[src/rtl/avsw_pkg.sv]
// Package: shared types and constants for the switch-matrix control slave.
// Assumes: byte-wide registers on a byte-wide bus.
package avsw_pkg;
    localparam int unsigned BYTE_W = 8;

    typedef enum logic [1:0] {
        PH_IDLE,   // ignoring the bus until a START
        PH_ADDR,   // receiving device address
        PH_PTR,    // receiving register pointer
        PH_DATA    // receiving data bytes
    } bus_phase_t;
endpackage

[src/rtl/avsw_bus_sync.sv]
// Module: avsw_bus_sync
// Brings SCL and SDA into the clock domain through a synchronizer chain and
// reports SCL edges plus START/STOP conditions seen on the synchronized lines.
// Assumes: STAGES >= 2; lines idle high.
module avsw_bus_sync #(
    parameter int unsigned STAGES = 2
) (
    input  logic clk,
    input  logic rst_n,
    input  logic scl_i,
    input  logic sda_i,
    output logic scl_s,
    output logic sda_s,
    output logic scl_rise,
    output logic scl_fall,
    output logic start_det,
    output logic stop_det
);
    logic [STAGES-1:0] scl_pipe;
    logic [STAGES-1:0] sda_pipe;
    logic              scl_d;
    logic              sda_d;

    // Synchronizer chains and one-cycle history for edge detection.
    always_ff @(posedge clk) begin
        if (!rst_n) begin
            scl_pipe <= '1;
            sda_pipe <= '1;
            scl_d    <= 1'b1;
            sda_d    <= 1'b1;
        end else begin
            scl_pipe <= {scl_pipe[STAGES-2:0], scl_i};
            sda_pipe <= {sda_pipe[STAGES-2:0], sda_i};
            scl_d    <= scl_pipe[STAGES-1];
            sda_d    <= sda_pipe[STAGES-1];
        end
    end

    assign scl_s     = scl_pipe[STAGES-1];
    assign sda_s     = sda_pipe[STAGES-1];
    assign scl_rise  = scl_s & ~scl_d;
    assign scl_fall  = ~scl_s & scl_d;
    assign start_det = scl_s & scl_d & sda_d & ~sda_s;
    assign stop_det  = scl_s & scl_d & ~sda_d & sda_s;
endmodule

[src/rtl/avsw_byte_engine.sv]
// Module: avsw_byte_engine
// Bit/byte receiver and transfer sequencer: matches the device address,
// captures the register pointer, acknowledges bytes and issues one write
// strobe per complete data byte, advancing the pointer with saturation.
// Assumes: edge and condition pulses from avsw_bus_sync; write-only bus use.
module avsw_byte_engine
    import avsw_pkg::*;
#(
    parameter logic [6:0] DEV_ADDR = 7'b1001000
) (
    input  logic              clk,
    input  logic              rst_n,
    input  logic              scl_s,
    input  logic              sda_s,
    input  logic              scl_rise,
    input  logic              scl_fall,
    input  logic              start_det,
    input  logic              stop_det,
    output logic              sda_pull,
    output logic              wr_en,
    output logic [BYTE_W-1:0] wr_addr,
    output logic [BYTE_W-1:0] wr_data
);
    localparam logic [3:0]        LAST_BIT = 4'(BYTE_W);
    localparam logic [3:0]        ACK_BIT  = 4'(BYTE_W + 1);
    localparam logic [BYTE_W-1:0] PTR_MAX  = '1;

    bus_phase_t        phase;
    logic [3:0]        bit_cnt;
    logic [BYTE_W-1:0] shreg;
    logic [BYTE_W-1:0] ptr_q;

    // Transfer sequencing, bit shifting, acknowledge and write strobe.
    always_ff @(posedge clk) begin
        if (!rst_n) begin
            phase    <= PH_IDLE;
            bit_cnt  <= '0;
            shreg    <= '0;
            ptr_q    <= '0;
            sda_pull <= 1'b0;
            wr_en    <= 1'b0;
            wr_addr  <= '0;
            wr_data  <= '0;
        end else begin
            wr_en <= 1'b0;
            if (start_det) begin
                phase    <= PH_ADDR;
                bit_cnt  <= '0;
                sda_pull <= 1'b0;
            end else if (stop_det) begin
                phase    <= PH_IDLE;
                bit_cnt  <= '0;
                sda_pull <= 1'b0;
            end else if (phase != PH_IDLE) begin
                if (scl_rise && bit_cnt < LAST_BIT) begin
                    shreg   <= {shreg[BYTE_W-2:0], sda_s};
                    bit_cnt <= bit_cnt + 4'd1;
                end else if (scl_fall && bit_cnt == LAST_BIT) begin
                    bit_cnt <= ACK_BIT;
                    case (phase)
                        PH_ADDR: begin
                            if (shreg == {DEV_ADDR, 1'b0}) begin
                                sda_pull <= 1'b1;
                                phase    <= PH_PTR;
                            end else begin
                                phase    <= PH_IDLE;
                            end
                        end
                        PH_PTR: begin
                            sda_pull <= 1'b1;
                            ptr_q    <= shreg;
                            phase    <= PH_DATA;
                        end
                        default: begin
                            sda_pull <= 1'b1;
                            wr_en    <= 1'b1;
                            wr_addr  <= ptr_q;
                            wr_data  <= shreg;
                            if (ptr_q != PTR_MAX) ptr_q <= ptr_q + 1'b1;
                        end
                    endcase
                end else if (scl_fall && bit_cnt == ACK_BIT) begin
                    sda_pull <= 1'b0;
                    bit_cnt  <= '0;
                end
            end
        end
    end

    // the acknowledge pull-down only begins while SCL is low.
    p_ack_scl_low_r3: assert property (@(posedge clk) disable iff (!rst_n)
        $rose(sda_pull) |-> !scl_s);

    // a rejected or finished transfer never holds SDA.
    p_idle_no_pull_r1: assert property (@(posedge clk) disable iff (!rst_n)
        (phase == PH_IDLE) |-> !sda_pull);

    // write strobes only follow a byte completed in the data phase.
    p_write_from_data_r13: assert property (@(posedge clk) disable iff (!rst_n)
        wr_en |-> ($past(phase) == PH_DATA && !$past(start_det) && !$past(stop_det)));
endmodule

[src/rtl/avsw_ctrl_regs.sv]
// Module: avsw_ctrl_regs
// Bank of control registers at consecutive pointers starting at FIRST_PTR;
// writes to any other pointer are discarded.
// Assumes: one-cycle write strobe from the byte engine.
module avsw_ctrl_regs
    import avsw_pkg::*;
#(
    parameter int unsigned NUM_REGS  = 3,
    parameter int unsigned FIRST_PTR = 1
) (
    input  logic                           clk,
    input  logic                           rst_n,
    input  logic                           wr_en,
    input  logic [BYTE_W-1:0]              wr_addr,
    input  logic [BYTE_W-1:0]              wr_data,
    output logic [NUM_REGS-1:0][BYTE_W-1:0] regs_o
);
    localparam int unsigned LAST_PTR = FIRST_PTR + NUM_REGS - 1;

    logic hit;

    for (genvar i = 0; i < NUM_REGS; i++) begin : g_reg
        // One register: cleared on reset, loaded on a matching write.
        always_ff @(posedge clk) begin
            if (!rst_n) regs_o[i] <= '0;
            else if (wr_en && wr_addr == BYTE_W'(FIRST_PTR + i)) regs_o[i] <= wr_data;
        end
    end

    assign hit = wr_en && (32'(wr_addr) >= FIRST_PTR) && (32'(wr_addr) <= LAST_PTR);

    // without an in-range write strobe no register moves.
    p_hold_without_hit_r5: assert property (@(posedge clk) disable iff (!rst_n)
        !hit |=> $stable(regs_o));
endmodule

[src/rtl/avsw_field_decode.sv]
// Module: avsw_field_decode
// Turns the three control bytes and the two override pins into source
// selections, gain values in dB, level code, mutes and control bits.
// Assumes: field layout as given in the brief.
module avsw_field_decode
    import avsw_pkg::*;
(
    input  logic              clk,
    input  logic              rst_n,
    input  logic [BYTE_W-1:0] route_reg,
    input  logic [BYTE_W-1:0] gain_reg,
    input  logic [BYTE_W-1:0] mute_reg,
    input  logic              mute_pin_i,
    input  logic              pwr_save_i,
    output logic [3:0]        vsw1_src_o,
    output logic [3:0]        vsw2_src_o,
    output logic [3:0]        vsw3_src_o,
    output logic [1:0]        lvl_sel_o,
    output logic [3:0]        again1_db_o,
    output logic [3:0]        again2_db_o,
    output logic [3:0]        vgain_db_o,
    output logic [3:0]        gp_ctl_o,
    output logic [2:0]        vmute_o,
    output logic [2:0]        amute_o
);
    localparam logic [3:0] SRC_A = 4'b0001;
    localparam logic [3:0] SRC_B = 4'b0010;
    localparam logic [3:0] SRC_C = 4'b0100;
    localparam logic [3:0] SRC_D = 4'b1000;

    // Source selection for the three video switches, with power-save override.
    always_comb begin
        case (route_reg[1:0])
            2'b00:   vsw1_src_o = SRC_C;
            2'b01:   vsw1_src_o = SRC_B;
            default: vsw1_src_o = SRC_A;
        endcase
        case (route_reg[3:2])
            2'b00:   vsw2_src_o = SRC_D;
            2'b01:   vsw2_src_o = SRC_C;
            2'b10:   vsw2_src_o = SRC_B;
            default: vsw2_src_o = SRC_A;
        endcase
        case (route_reg[5:4])
            2'b00:   vsw3_src_o = SRC_C;
            2'b01:   vsw3_src_o = SRC_B;
            2'b10:   vsw3_src_o = SRC_A;
            default: vsw3_src_o = 4'b0000;
        endcase
        if (pwr_save_i) vsw3_src_o = SRC_B;
    end

    // Three-level select code.
    always_comb begin
        case (route_reg[7:6])
            2'b10:   lvl_sel_o = 2'd1;
            2'b11:   lvl_sel_o = 2'd0;
            default: lvl_sel_o = 2'd2;
        endcase
    end

    // Gain values in dB.
    always_comb begin
        again1_db_o = (gain_reg[2:0] < 3'd4) ? {gain_reg[2:0], 1'b0} : 4'd12;
        again2_db_o = {1'b0, gain_reg[4:3], 1'b0};
        vgain_db_o  = gain_reg[7] ? 4'd6 : 4'd0;
    end

    // Control bits and mutes, audio mutes merged with the external pin.
    always_comb begin
        gp_ctl_o = {mute_reg[7], mute_reg[6], gain_reg[6], gain_reg[5]};
        vmute_o  = mute_reg[2:0];
        amute_o  = mute_reg[5:3] | {3{mute_pin_i}};
    end

    // the third switch never selects more than one source.
    p_sw3_onehot_r7: assert property (@(posedge clk) disable iff (!rst_n)
        $onehot0(vsw3_src_o));
endmodule

[src/rtl/avsw_ctrl_slave.sv]
// Module: avsw_ctrl_slave (top)
// Write-only serial control slave for an audio/video switch matrix:
// synchronizer, byte engine, register bank and field decoder.
// Assumes: clk at least 16x faster than SCL; SDA is open-drain off chip.
module avsw_ctrl_slave
    import avsw_pkg::*;
#(
    parameter logic [6:0]  DEV_ADDR    = 7'b1001000,
    parameter int unsigned SYNC_STAGES = 2,
    parameter int unsigned FIRST_PTR   = 1
) (
    input  logic       clk,
    input  logic       rst_n,
    input  logic       scl_i,
    input  logic       sda_i,
    output logic       sda_pull_o,
    input  logic       mute_pin_i,
    input  logic       pwr_save_i,
    output logic [3:0] vsw1_src_o,
    output logic [3:0] vsw2_src_o,
    output logic [3:0] vsw3_src_o,
    output logic [1:0] lvl_sel_o,
    output logic [3:0] again1_db_o,
    output logic [3:0] again2_db_o,
    output logic [3:0] vgain_db_o,
    output logic [3:0] gp_ctl_o,
    output logic [2:0] vmute_o,
    output logic [2:0] amute_o
);
    localparam int unsigned NUM_REGS = 3;

    logic scl_s, sda_s, scl_rise, scl_fall, start_det, stop_det;
    logic                           wr_en;
    logic [BYTE_W-1:0]              wr_addr, wr_data;
    logic [NUM_REGS-1:0][BYTE_W-1:0] regs;

    avsw_bus_sync #(.STAGES(SYNC_STAGES)) u_sync (
        .clk(clk), .rst_n(rst_n), .scl_i(scl_i), .sda_i(sda_i),
        .scl_s(scl_s), .sda_s(sda_s), .scl_rise(scl_rise), .scl_fall(scl_fall),
        .start_det(start_det), .stop_det(stop_det)
    );

    avsw_byte_engine #(.DEV_ADDR(DEV_ADDR)) u_engine (
        .clk(clk), .rst_n(rst_n), .scl_s(scl_s), .sda_s(sda_s),
        .scl_rise(scl_rise), .scl_fall(scl_fall),
        .start_det(start_det), .stop_det(stop_det),
        .sda_pull(sda_pull_o), .wr_en(wr_en), .wr_addr(wr_addr), .wr_data(wr_data)
    );

    avsw_ctrl_regs #(.NUM_REGS(NUM_REGS), .FIRST_PTR(FIRST_PTR)) u_regs (
        .clk(clk), .rst_n(rst_n), .wr_en(wr_en), .wr_addr(wr_addr),
        .wr_data(wr_data), .regs_o(regs)
    );

    avsw_field_decode u_decode (
        .clk(clk), .rst_n(rst_n),
        .route_reg(regs[0]), .gain_reg(regs[1]), .mute_reg(regs[2]),
        .mute_pin_i(mute_pin_i), .pwr_save_i(pwr_save_i),
        .vsw1_src_o(vsw1_src_o), .vsw2_src_o(vsw2_src_o), .vsw3_src_o(vsw3_src_o),
        .lvl_sel_o(lvl_sel_o), .again1_db_o(again1_db_o), .again2_db_o(again2_db_o),
        .vgain_db_o(vgain_db_o), .gp_ctl_o(gp_ctl_o),
        .vmute_o(vmute_o), .amute_o(amute_o)
    );
endmodule

[config.mk]
export PLATFORM = sky130hd
export DESIGN_NAME = avsw_ctrl_slave
export DESIGN_NICKNAME = d
export VERILOG_FILES = /design/src/rtl/avsw_pkg.sv /design/src/rtl/avsw_bus_sync.sv /design/src/rtl/avsw_byte_engine.sv /design/src/rtl/avsw_ctrl_regs.sv /design/src/rtl/avsw_field_decode.sv /design/src/rtl/avsw_ctrl_slave.sv
export SDC_FILE = /design/constraint.sdc
export NUM_CORES = 1
export LEC_CHECK = 0
export BUFFER_PORTS_ARGS = -buffer_cell sky130_fd_sc_hd__buf_2
export CELL_PAD_IN_SITES_DETAIL_PLACEMENT = 1
export CELL_PAD_IN_SITES_GLOBAL_PLACEMENT = 2
export CORE_MARGIN = 4
export CORE_UTILIZATION = 34
export DETAILED_ROUTE_END_ITERATION = 12
export GPL_ROUTABILITY_DRIVEN = 0
export PLACE_DENSITY = 0.74
export SYNTH_ARGS = -nofsm -noshare
export SYNTH_HDL_FRONTEND = slang
export SYNTH_SLANG_ARGS = --single-unit
export TNS_END_PERCENT = 100
[constraint.sdc]
create_clock -name clk -period 2.1 [get_ports clk]
set_input_delay 0.42 -clock clk [delete_from_list [all_inputs] [get_ports clk]]
set_output_delay 0.42 -clock clk [all_outputs]
set_load 0.02 [all_outputs]
Yosys cells after proc, flatten, opt, wreduce, memory -nomap -nowiden

Cells that the tools add are included.
W data, S select, Z words.

Bits of input ports: 6
Logic and storage cells: 109
Flip-flop bits (word level): 70
Output and inout bits: 37

Muxes and demuxes: 24
Bitwise gates (word level): 20
Reductions and logical operators: 27
Equal/unequal tests: 18
Add/sub/neg operators: 2
$lt $le $gt $ge: 2

Operators by type and width:

| cell                  | count |
|---|---|
| $eq A8 B2 Y1 const B  | 2 |
| $mux W4               | 4 |
| $pmux W8 S2           | 1 |
| $reduce_and A4 Y1     | 4 |
| $not A1 Y1            | 12 |
| $pmux W4 S3           | 1 |
| $eq A2 B2 Y1 const B  | 5 |
| $mux W1               | 10 |
| $pmux W3 S3           | 1 |
| $reduce_bool A3 Y1    | 3 |
| $add A8 B1 Y8 const B | 1 |
| $eq A2 B1 Y1 const B  | 4 |
| $eq A4 B4 Y1 const B  | 2 |
| $eq A8 B1 Y1 const B  | 1 |
| $eq A8 B8 Y1 const B  | 1 |
| $mux W8               | 1 |
| $ne A8 B8 Y1 const B  | 1 |
| $pmux W2 S2           | 2 |
| $reduce_bool A2 Y1    | 4 |
| $and A1 B1 Y1         | 7 |
| $reduce_and A7 Y1     | 1 |
| $logic_and A1 B1 Y1   | 6 |
| $logic_not A2 Y1      | 3 |
| $mux W3               | 2 |
| 13 further kinds      | 14 |

Logic depth before layout (Yosys ltp)

Gate-level depths: netlist (run 1).

Word-level depth: 8
Depth in mapped cells: 8
Gate-level depth less buffers: 6

Hierarchy

Synthesis (run 1) repeated with hierarchy kept, for this count alone.

Cells, all modules: 363
Area total of the unflattened synthesis: 3,243.1 sq um

By module, submodules not included:

| module            | seq. area each (sq um) | cells an instance | area each (sq um) | instances |
|---|---|---|---|---|
| avsw_byte_engine  | 800.8                  | 218               | 1,868.0           | 1 |
| avsw_ctrl_regs    | 480.5                  | 91                | 938.4             | 1 |
| avsw_field_decode | 0.0                    | 38                | 246.5             | 1 |
| avsw_bus_sync     | 120.1                  | 16                | 190.2             | 1 |

Worst setup path before layout (run 1)

OpenSTA, ideal clock, no wires.

Path type: register to register
Start: register u_engine.phase[0]
End: register u_engine.bit_cnt[3]
Stages on the path, launching flop included: 8
Clock period less this slack: 1.726 ns
Library setup time: 0.071 ns
Slack: 0.374 ns
Data arrival time: 1.655 ns
Data required time: 2.029 ns
Buffers on the path: 2
Path through: dfxtp_1 > inv_1 > ha_1 > clkbuf_1 > nor4b_1 > clkbuf_1 > nand4_1 > a21oi_1

Word-level cells in the longest chain between the ends: 2

Ends and longest elaborated chain:

| item                               | RTL line               | RTL |
|---|---|---|
| start, declared                    | avsw_byte_engine.sv:28 | `bus_phase_t phase;` |
| start signal, assigned             | avsw_byte_engine.sv:36 | `phase <= PH_IDLE;` |
| start signal, assigned             | avsw_byte_engine.sv:47 | `phase <= PH_ADDR;` |
| start signal, assigned             | avsw_byte_engine.sv:51 | `phase <= PH_IDLE;` |
| $reduce_bool A2 Y1                 | avsw_byte_engine.sv:54 | `end else if (phase != PH_IDLE) begin` |
| $reduce_and A2 Y1 (no source line) | --                     |  |
| end signal, assigned               | avsw_byte_engine.sv:57 | `bit_cnt <= bit_cnt + 4'd1;` |
| end, declared                      | avsw_byte_engine.sv:29 | `logic [3:0] bit_cnt;` |

No other way between the ends.
A chain may end at the register's enable or synchronous reset.

Final worst setup path (run 1)

Start: register u_engine.phase[0]
End: register u_engine.ptr_q[2]

Word-level cells in the longest chain between the ends: 3
Elaborated cells between the ends (all ways): 7
Classes of those cells: eq/ne (2); mux (1); bitwise (1); reduce/logical (3)

Ends and longest elaborated chain:

| item                                                              | RTL line               | RTL |
|---|---|---|
| $eq A2 B2 Y1 or $eq A2 B1 Y1 (tied branches)                      | avsw_byte_engine.sv:60 | `case (phase)` |
| $reduce_bool A2 Y1 (no source line) or $not A1 Y1 (tied branches) | --                     |  |
| $reduce_and A7 Y1 (no source line)                                | --                     |  |
| end signal, assigned                                              | avsw_byte_engine.sv:71 | `ptr_q <= shreg;` |
| end signal, assigned                                              | avsw_byte_engine.sv:79 | `if (ptr_q != PTR_MAX) ptr_q <= ptr_q + 1'b1;` |
| end, declared                                                     | avsw_byte_engine.sv:31 | `logic [BYTE_W-1:0] ptr_q;` |

Parallel ways exist; a longest one is shown, timed or not.

==> results.md, run 1 <==
STA:
- The maximum clock frequency is 535.6 MHz.
- The tightest slew margin relative to the limit is 49.47%.
- The post-route clock period utilization is 88.90%.
- The number of max-slew violations in the final report is 0.
- The final count of hold timing violations is 0.
- The largest clock skew in the final design is between 8 and 9 ps.
- The final critical delay including setup and external delays is 1867 ps.
- The worst-margin pin slew is between 700 and 800 ps.
- The number of setup violations in the final report is 0.
- For the final routed database, the setup TNS stands at 0 ps.
- Setup repair after global routing left no endpoint under its margin.

Logic synthesis:
- The number of unique standard cell types used by synthesis is 49.
- The cell count after synthesis is 372.
- In the synthesized netlist the dominant register cell turns out to be sky130_fd_sc_hd__dfxtp_1.
- The number of synthesis warnings is 0.
- Yosys mapped a number of flops with a built-in enable equal to 0.
- After synthesis the netlist holds a flip-flop and latch count of 70.
- The average instance area after synthesis is 8.594 um^2.
- The area of the mapped netlist is approximately 3200 um^2.
- In the synthesized netlist the async set-or-reset flop fraction comes to 0%.
- Of the synthesized area, sequential elements account for a little over two fifths.

Worst setup path:
- The capturing element type of the critical path is a flop.
- The required time of the critical path is around 2400 ps.
- For the worst setup path, the data arrival time is between 2000 and 2500 ps.
- The kind of start point of the critical path is a flop.
- The critical path is of the reg -> reg type.
- The biggest fanout along the worst timing path is 9.

Cells and area:
- The net total in the final layout is 406.
- Summing all flip-flop and latch instances after layout gives 1401 um^2.
- The antenna diode instance count is 0.
- Of the cells placed in the final design, the portion with a size suffix greater than 1 is 17.59%.
- After routing the design area is 3638 um^2.
- The area used by multi-input combinational logic is ~1600 um^2.
- The layout has 1,111 filler cells.
- The most common library cell in the layout ignoring fill and taps is sky130_fd_sc_hd__dfxtp_1.
- The area growth from synthesis to layout is 13.82%.
- In the layout the commonest cells are sky130_fd_sc_hd__dfxtp_1, sky130_fd_sc_hd__nand2_1, sky130_fd_sc_hd__buf_2, sky130_fd_sc_hd__mux2i_1.

Place:
- Once detailed placement completed, the half-perimeter wirelength came to 5652 um.
- Summing all placed instances gives a cell area of ~3400 um^2.
- The count of buffers added on input and output ports is 35.

Floorplanning:
- The overall die width is 105.0 um.
- The initial utilization of the core area, before any placement, comes to between 30% and 40%.
- The core area is 9196 um^2.
- The standard-cell row count is 35.
- The area enclosed by the die boundary is 11,020 um^2.
- Pin placement for this block handled 43 I/O pins.
- In this run the vertical extent of the chip is ~100 um.

Clocking:
- The tree is rooted in a sky130_fd_sc_hd__clkbuf_8.
- In this run, CTS created clock tree buffers numbering 9.
- The total number of clock tree sinks is 70.
- The clock-pin slew on the worst setup and hold paths is 80 ps.
- The H-tree generated during clock tree synthesis spans 3 levels.
- The clock tree from TritonCTS is done.
- The post-CTS setup-driven buffer insertion count is 0.
- Counting along the longest clock path gives a buffer depth of 2.
- For the worst-skew pair, the clock arrives at the later sink with an insertion delay of between 300 and 400 ps.
- The hold-fix buffer count after cts is 0.

Detailed routing:
- The routed layout has 2,601 vias.
- Dividing the detail-routed wire length by the instance count gives 15.39 um.
- For this block, the initial DRC count from the detailed router was 67.
- The via density per instance is 5.110.
- Summed over all layers, the routed wires come to 7834 um.
- The antenna violation net count after detailed routing is 0.
- Before antenna repair, the detailed router went through 4 iterations.
- For this run, design rule violations remaining after detail routing come to 0.

Global route:
- The number of global-route vias before repair is 2,651.
- Global routing used 14.69% of the available tracks across all layers.
- The first global-routing pass estimated around 13,000 um of wire.
- For this run the aggregate overflow at the end of global routing stands at 0.
- The initial antenna violation count is 0.
- The pin count of the biggest net entering global routing is 46.

Pwr:
- Dividing total power by cell area gives a power density of 728.3 nW/um^2.
- The analysis attributes to cell leakage a power of between 1.5 and 2 nW.
- The maximum VDD drop is 284.4 uV.

Hold path:
- The class of the tightest hold or removal check is in -> reg.

Flow run:
- The number of violations of the max-capacitance limit is 0.

Outcome:
- The flow ran to the end, and the final reports show no timing, DRC or antenna violations.
==> worst max-delay path: stages (launching register included) <==
cell,delay [ps]
sky130_fd_sc_hd__dfxtp_1,380
sky130_fd_sc_hd__inv_1,90
sky130_fd_sc_hd__ha_1,330
sky130_fd_sc_hd__nor2_1,130
sky130_fd_sc_hd__nand3_1,180
sky130_fd_sc_hd__or2_1,370
sky130_fd_sc_hd__o32ai_1,280
==> report_power, final <==
| group | total (mW) | internal, mW | switching, mW |
|---|---|---|---|
| clock | 1.22 | 0.704 | 0.521 |
| sequential | 1.34 | 1.33 | 0.00503 |
| combinational | 0.0886 | 0.0257 | 0.0629 |
==> per-stage QoR <==
stage	total power [mW]	util, %	instances	setup WS (ps)	hold slack [ps]
2_1_floorplan	1.439	-	378	373.8	386.3
3_3_place_gp	1.455	37.14	493	307.4	394.2
3_5_place_dp	1.457	37.14	493	205.3	408.4
4_1_cts	2.690	39.56	509	178.5	253.1
5_1_grt	2.770	39.56	509	32.20	263.8
6_report	2.650	39.56	509	233.0	264.5
==> sequential cells by signal, indices dropped and copies added (netlist names), 2 cells and up <==
name,count
u_engine.bit_cnt,4
u_regs.regs_o,24
u_sync.sda_pipe,2
u_engine.wr_data,8
u_sync.scl_pipe,2
u_engine.phase,2
u_engine.ptr_q,8
u_engine.shreg,8
u_engine.wr_addr,8
==> cell usage after synthesis (2+ instances only) <==
| master | count | area [um^2] |
|---|---|---|
| sky130_fd_sc_hd__buf_4 | 19 | 142.6 |
| sky130_fd_sc_hd__nand4bb_1 | 2 | 22.52 |
| sky130_fd_sc_hd__and2_1 | 2 | 12.51 |
| sky130_fd_sc_hd__dfxtp_1 | 70 | 1401 |
| sky130_fd_sc_hd__nor2_1 | 18 | 67.56 |
| sky130_fd_sc_hd__nor2b_1 | 5 | 31.28 |
| sky130_fd_sc_hd__nand2b_1 | 9 | 56.30 |
| sky130_fd_sc_hd__inv_1 | 9 | 33.78 |
| sky130_fd_sc_hd__buf_2 | 7 | 35.03 |
| sky130_fd_sc_hd__nand3_1 | 21 | 105.1 |
| sky130_fd_sc_hd__mux2i_1 | 25 | 250.2 |
| sky130_fd_sc_hd__clkbuf_1 | 16 | 60.06 |
| sky130_fd_sc_hd__nor4b_1 | 4 | 35.03 |
| sky130_fd_sc_hd__nor3_1 | 13 | 65.06 |
| sky130_fd_sc_hd__ha_1 | 7 | 87.58 |
| sky130_fd_sc_hd__a21oi_1 | 18 | 90.09 |
| sky130_fd_sc_hd__or3_1 | 3 | 18.77 |
| sky130_fd_sc_hd__o21a_1 | 3 | 22.52 |
| sky130_fd_sc_hd__o21ai_1 | 21 | 105.1 |
| sky130_fd_sc_hd__a31oi_1 | 5 | 31.28 |
| sky130_fd_sc_hd__o32ai_1 | 4 | 35.03 |
| sky130_fd_sc_hd__or2_2 | 4 | 25.02 |
| sky130_fd_sc_hd__nor3b_1 | 3 | 22.52 |
| sky130_fd_sc_hd__o221a_1 | 2 | 22.52 |
| sky130_fd_sc_hd__nand2_1 | 58 | 217.7 |
==> cell type report <==
class | instances | share of cell area (%)
clock inverters | 5 | 2.235
multi-input cells | 256 | 42.64
inverters | 9 | 0.9285
flip-flops and latches | 70 | 38.51
well taps | 111 | 3.817
clock buffers | 11 | 3.886
repair buffers | 47 | 7.978
==> what timing repair did <==
action / in CTS / in global routing
hold endpoints to repair: 0 / 0
gates resized for setup: 0 / 1
endpoints found under the setup margin: 0 / 4
==> routing by layer <==
| metal | GRT usage (%) | up-vias | routed length [um] |
|---|---|---|---|
| li1 | - | 1296 | - |
| met1 | 18.86 | 1242 | 3562 |
| met2 | 24.34 | 54 | 3867 |
| met3 | 2.903 | 9 | 305 |
| met4 | 5.436 | 0 | 98 |
| met5 | 0 | - | 0 |
==> path summary, 6_finish.rpt <==
check                                               startpoint                        endpoint  slack [ps]  depth (start not counted)
worst max-delay path            u_engine.phase[0]$_SDFFE_PN0P_  u_engine.ptr_q[2]$_SDFFE_PN0P_         230                          6
worst min-delay path                                     sda_i   u_sync.sda_pipe[0]$_SDFF_PN1_         260                          2
worst max register to register  u_engine.phase[0]$_SDFFE_PN0P_  u_engine.ptr_q[2]$_SDFFE_PN0P_         230                          6
worst min register to register   u_sync.sda_pipe[0]$_SDFF_PN1_   u_sync.sda_pipe[1]$_SDFF_PN1_         420                          1
==> cell families (layout without fill, tap and decap cells) <==
group                      Yosys count  after routing  synth area share, %
and+or+nand+nor                    153            153                24.34
buffers and inverters               52             72                8.610
AOI/OAI and AO/OA                   61             61                11.62
adders and majority gates            7              7                2.740
other                                1              7               0.1173
DFF                                 70             70                43.84
xor gates and xnor gates             2              2               0.5480
muxes                               26             26                8.180
(Power assumes the default switching activity.)
==> run 2, diff against run 1 <==
GPL_TIMING_DRIVEN = 0   (was not set)
==> run 2 against run 1 <==
Worst hold slack got worse by 3.6 ps. Critical path type unchanged. Via count rose by 4.2%. Clock-buffer cell count down 2. Cell count up 5.7%. Critical endpoint is now u_engine.ptr_q[4]$_SDFFE_PN0P_. Sequential power is essentially flat. Die area stayed put. Flip-flop and latch count did not move.
==> results.md, run 2 (synthesis gave the netlist of run 1 again) <==
Detailed routing:
- The antenna violation net count after detailed routing came to 0 (unchanged).
- The DRC violation count after routing is 0 (unchanged).
- The starting DRC count in detailed routing is 54 (-19%).
- The number of vias after detailed routing came to 2,710 (+4.2%).
- The routed wirelength normalized by instance count is 15.43 um (+0.29%).
- The number of detailed-routing iterations run before antenna repair came to 4 (unchanged).
- The via density per instance is 5.037 (-1.4%).
- The total wire length after detailed routing is 8304 um (+6.0%).

Worst setup path:
- Walking the worst path, the cells encountered are ha_1 > nand2b_1 > nor3_1 > buf_2 > nor3_1 > o221a_1.
- The largest stage delay on the critical path is 530 ps (+150 ps).
- The kind of cell adding the most delay to the critical path is flip-flops.
- The biggest fanout along the worst timing path is 10 (+1).
- The required time of the critical path is 2350 ps (about the same).
- The slowest stage of the critical path is the sky130_fd_sc_hd__dfxtp_1 cell.
- The capturing element type of the critical path is a flop.
- The number of buffer and inverter stages on the critical path was 1 (unchanged).
- The critical path class is reg -> reg.
- The kind of start point of the critical path is a flop.
- The dominant cell type by count on the critical path is sky130_fd_sc_hd__nor3_1.
- The worst path arrival time is 2210 ps (+100 ps).
- The worst reg-to-reg path cell count is 6 (unchanged).
- The number of cells on the critical path came to 6 (unchanged).

Cells and area:
- The final cell count without fillers is 538 (+5.7%).
- The count of filler cells inserted in the layout is 1,122 (+0.99%).
- The flip-flop and latch area is 1403 um^2 (about the same).
- The library cell used most frequently in the layout, excluding fill and tap cells, is sky130_fd_sc_hd__dfxtp_1.
- The net total in the final layout is 435 (+7.1%).
- The antenna diode instance count came to 0 (unchanged).
- The share of the core filled with cells in the final layout is 41.05% (+1.5 points).
- The area used by multi-input combinational logic is 1565 um^2 (+0.89%).
- Leaving out fill and tap cells, the most frequent cells in the layout are sky130_fd_sc_hd__dfxtp_1, sky130_fd_sc_hd__nand2_1, sky130_fd_sc_hd__buf_2, sky130_fd_sc_hd__mux2i_1.
- u_regs.regs_o holds more flip-flops than any other register.
- The area growth from synthesis to layout is 18.08%.
- The share of post-route cells with drive strength above 1 is 21.31% (+3.7 points).
- The flip-flop count of the largest register after layout is 24 (unchanged).

STA:
- The post-route clock period utilization is 93.75% (+4.8 points).
- The number of setup violations in the final report is 0 (unchanged).
- The number of max-slew violations in the final report is 0 (unchanged).
- The final count of hold timing violations is 0 (unchanged).
- The largest clock skew in the final design is 11.65 ps (+3.103 ps).
- The tightest slew margin relative to the limit is 64.17% (+15 points).
- Setup repair after global routing left no endpoint under its margin.
- The final worst hold slack is 260.9 ps (-3.644 ps).
- The maximum clock frequency came to 507.9 MHz (-5.2%).
- The final critical delay including setup and external delays is 1969 ps (+101.8 ps).
- The smallest setup slack after layout is 131.2 ps (-101.8 ps).
- The worst-margin pin slew is 537.4 ps (-219.7 ps).

Global route:
- The sum of overflow across all layers after global routing is 0 (unchanged).
- The pin count of the biggest net entering global routing came to 14 (-70%).
- The total global routing track utilization was 15.72% (+1.0 points).
- The global-route wire length before repair came to 13,960 um (+5.8%).
- The initial antenna violation count is 0 (unchanged).
- The number of global-route vias before repair is 2,713 (+2.3%).

Flow run:
- The number of violations of the max-capacitance limit is 0 (unchanged).

Floorplanning:
- The core area came to 9196 um^2 (unchanged).
- The standard-cell row count is 35 (unchanged).
- The overall die width was 105.0 um (unchanged).
- The initial standard-cell utilization of the core came to 34.76% (unchanged).
- The die height is 105.0 um (unchanged).
- The number of primary I/O pins is 43 (unchanged).
- The area enclosed by the die boundary came to 11,020 um^2 (unchanged).

Place:
- The count of input and output buffers was 34 (-2.9%).
- The cell count after placement is 523 (+6.1%).
- The HPWL reported at the end of detailed placement is 6180 um (+9.3%).
- The worst slack at placement was -84.33 ps (-289.7 ps).

Clocking:
- The count of H-tree levels built during CTS was 3 (unchanged).
- The maximum clock insertion buffer count was 2 (unchanged).
- The clock buffer count from CTS is 9 (unchanged).
- The hold-fix buffer count after cts is 0 (unchanged).
- The total number of clock tree sinks is 70 (unchanged).
- CTS placed an instance of sky130_fd_sc_hd__clkbuf_8 at the clock tree root.
- The clock-pin slew on the worst setup and hold paths is 90 ps (about the same).
- TritonCTS built the clock tree.
- The clock latency of the later-clocked register in the worst-skew pair is 350 ps (about the same).

Hold path:
- The class of the tightest hold or removal check is in -> reg.
- The worst hold path cell count came to 2 (unchanged).

Pwr:
- The maximum VDD drop was 274.6 uV (-3.5%).
- The ratio of total power to cell area came to 703.1 nW/um^2 (-3.5%).
- The static leakage is 1.601 nW (+6.3%).
- The total power after layout is 2.654 mW (+0.16%).

Outcome:
- The run finished with clean final reports.
[run 2: changes by cell type in the layout (fill, tap and decap cells not counted), moves of 2 or more]
cell                       before  now
sky130_fd_sc_hd__buf_12         2    0
sky130_fd_sc_hd__buf_2         35   42
sky130_fd_sc_hd__buf_4         10   19
sky130_fd_sc_hd__clkbuf_1       1   11
sky130_fd_sc_hd__clkbuf_2       0    3
[run 2: path summary, 6_finish.rpt]
kind                                                  endpoint  slack (ps)                      startpoint
worst max-delay path            u_engine.ptr_q[4]$_SDFFE_PN0P_         130  u_engine.ptr_q[1]$_SDFFE_PN0P_
worst min-delay path             u_sync.sda_pipe[0]$_SDFF_PN1_         260                           sda_i
worst max register to register  u_engine.ptr_q[4]$_SDFFE_PN0P_         130  u_engine.ptr_q[1]$_SDFFE_PN0P_
worst min register to register   u_sync.sda_pipe[1]$_SDFF_PN1_         410   u_sync.sda_pipe[0]$_SDFF_PN1_
[run 2: layout make-up]
type                       instances  area share (%)
timing repair buffer              34           4.508
inverter                           9          0.8949
clock buffer                       9           3.281
clock inverter                     7           2.585
sequential                        70           37.16
tap                              111           3.679
buffer                            42           6.430
multi-input combinational        256           41.47
[run 2: routing by layer]
metal | global-route usage (%) | wire length [um] | part of all wire [%]
met4 | 5.155 | 105 | 1.3
met3 | 3.644 | 264 | 3.2
met1 | 20.53 | 4048 | 49
met2 | 25.57 | 3886 | 47
met5 | 0 | 0 | 0
[run 2: per-stage QoR]
| step | TNS, ps | area [um^2] |
|---|---|---|
| after floorplan | 0 | 3219 |
| after global placement | -81.64 | 3528 |
| after detailed placement | -296.8 | 3528 |
| after CTS | 0 | 3752 |
| after global routing | 0 | 3775 |
| final | 0 | 3775 |
[run 2: report_power, final]
group	internal, mW	switching, mW
sequential	1.33	0.00537
clock	0.673	0.546
combinational	0.0321	0.0664
[run 2: repair_timing]
action / CTS / global route
pin swaps: 0 / 0
hold endpoints to repair: 0 / 0
buffers inserted: 0 / 0
setup endpoints to repair: 12 / 37
resized for setup: 2 / 9
[run 2: worst reg2reg max path: cells and delay by family, from the launching register on]
family	cells	cell delay, ps
AOI/OAI and AO/OA	1	240
and+or+nand+nor	3	490
adders and majority gates	1	330
buffers and inverters	1	280
DFF	1	530
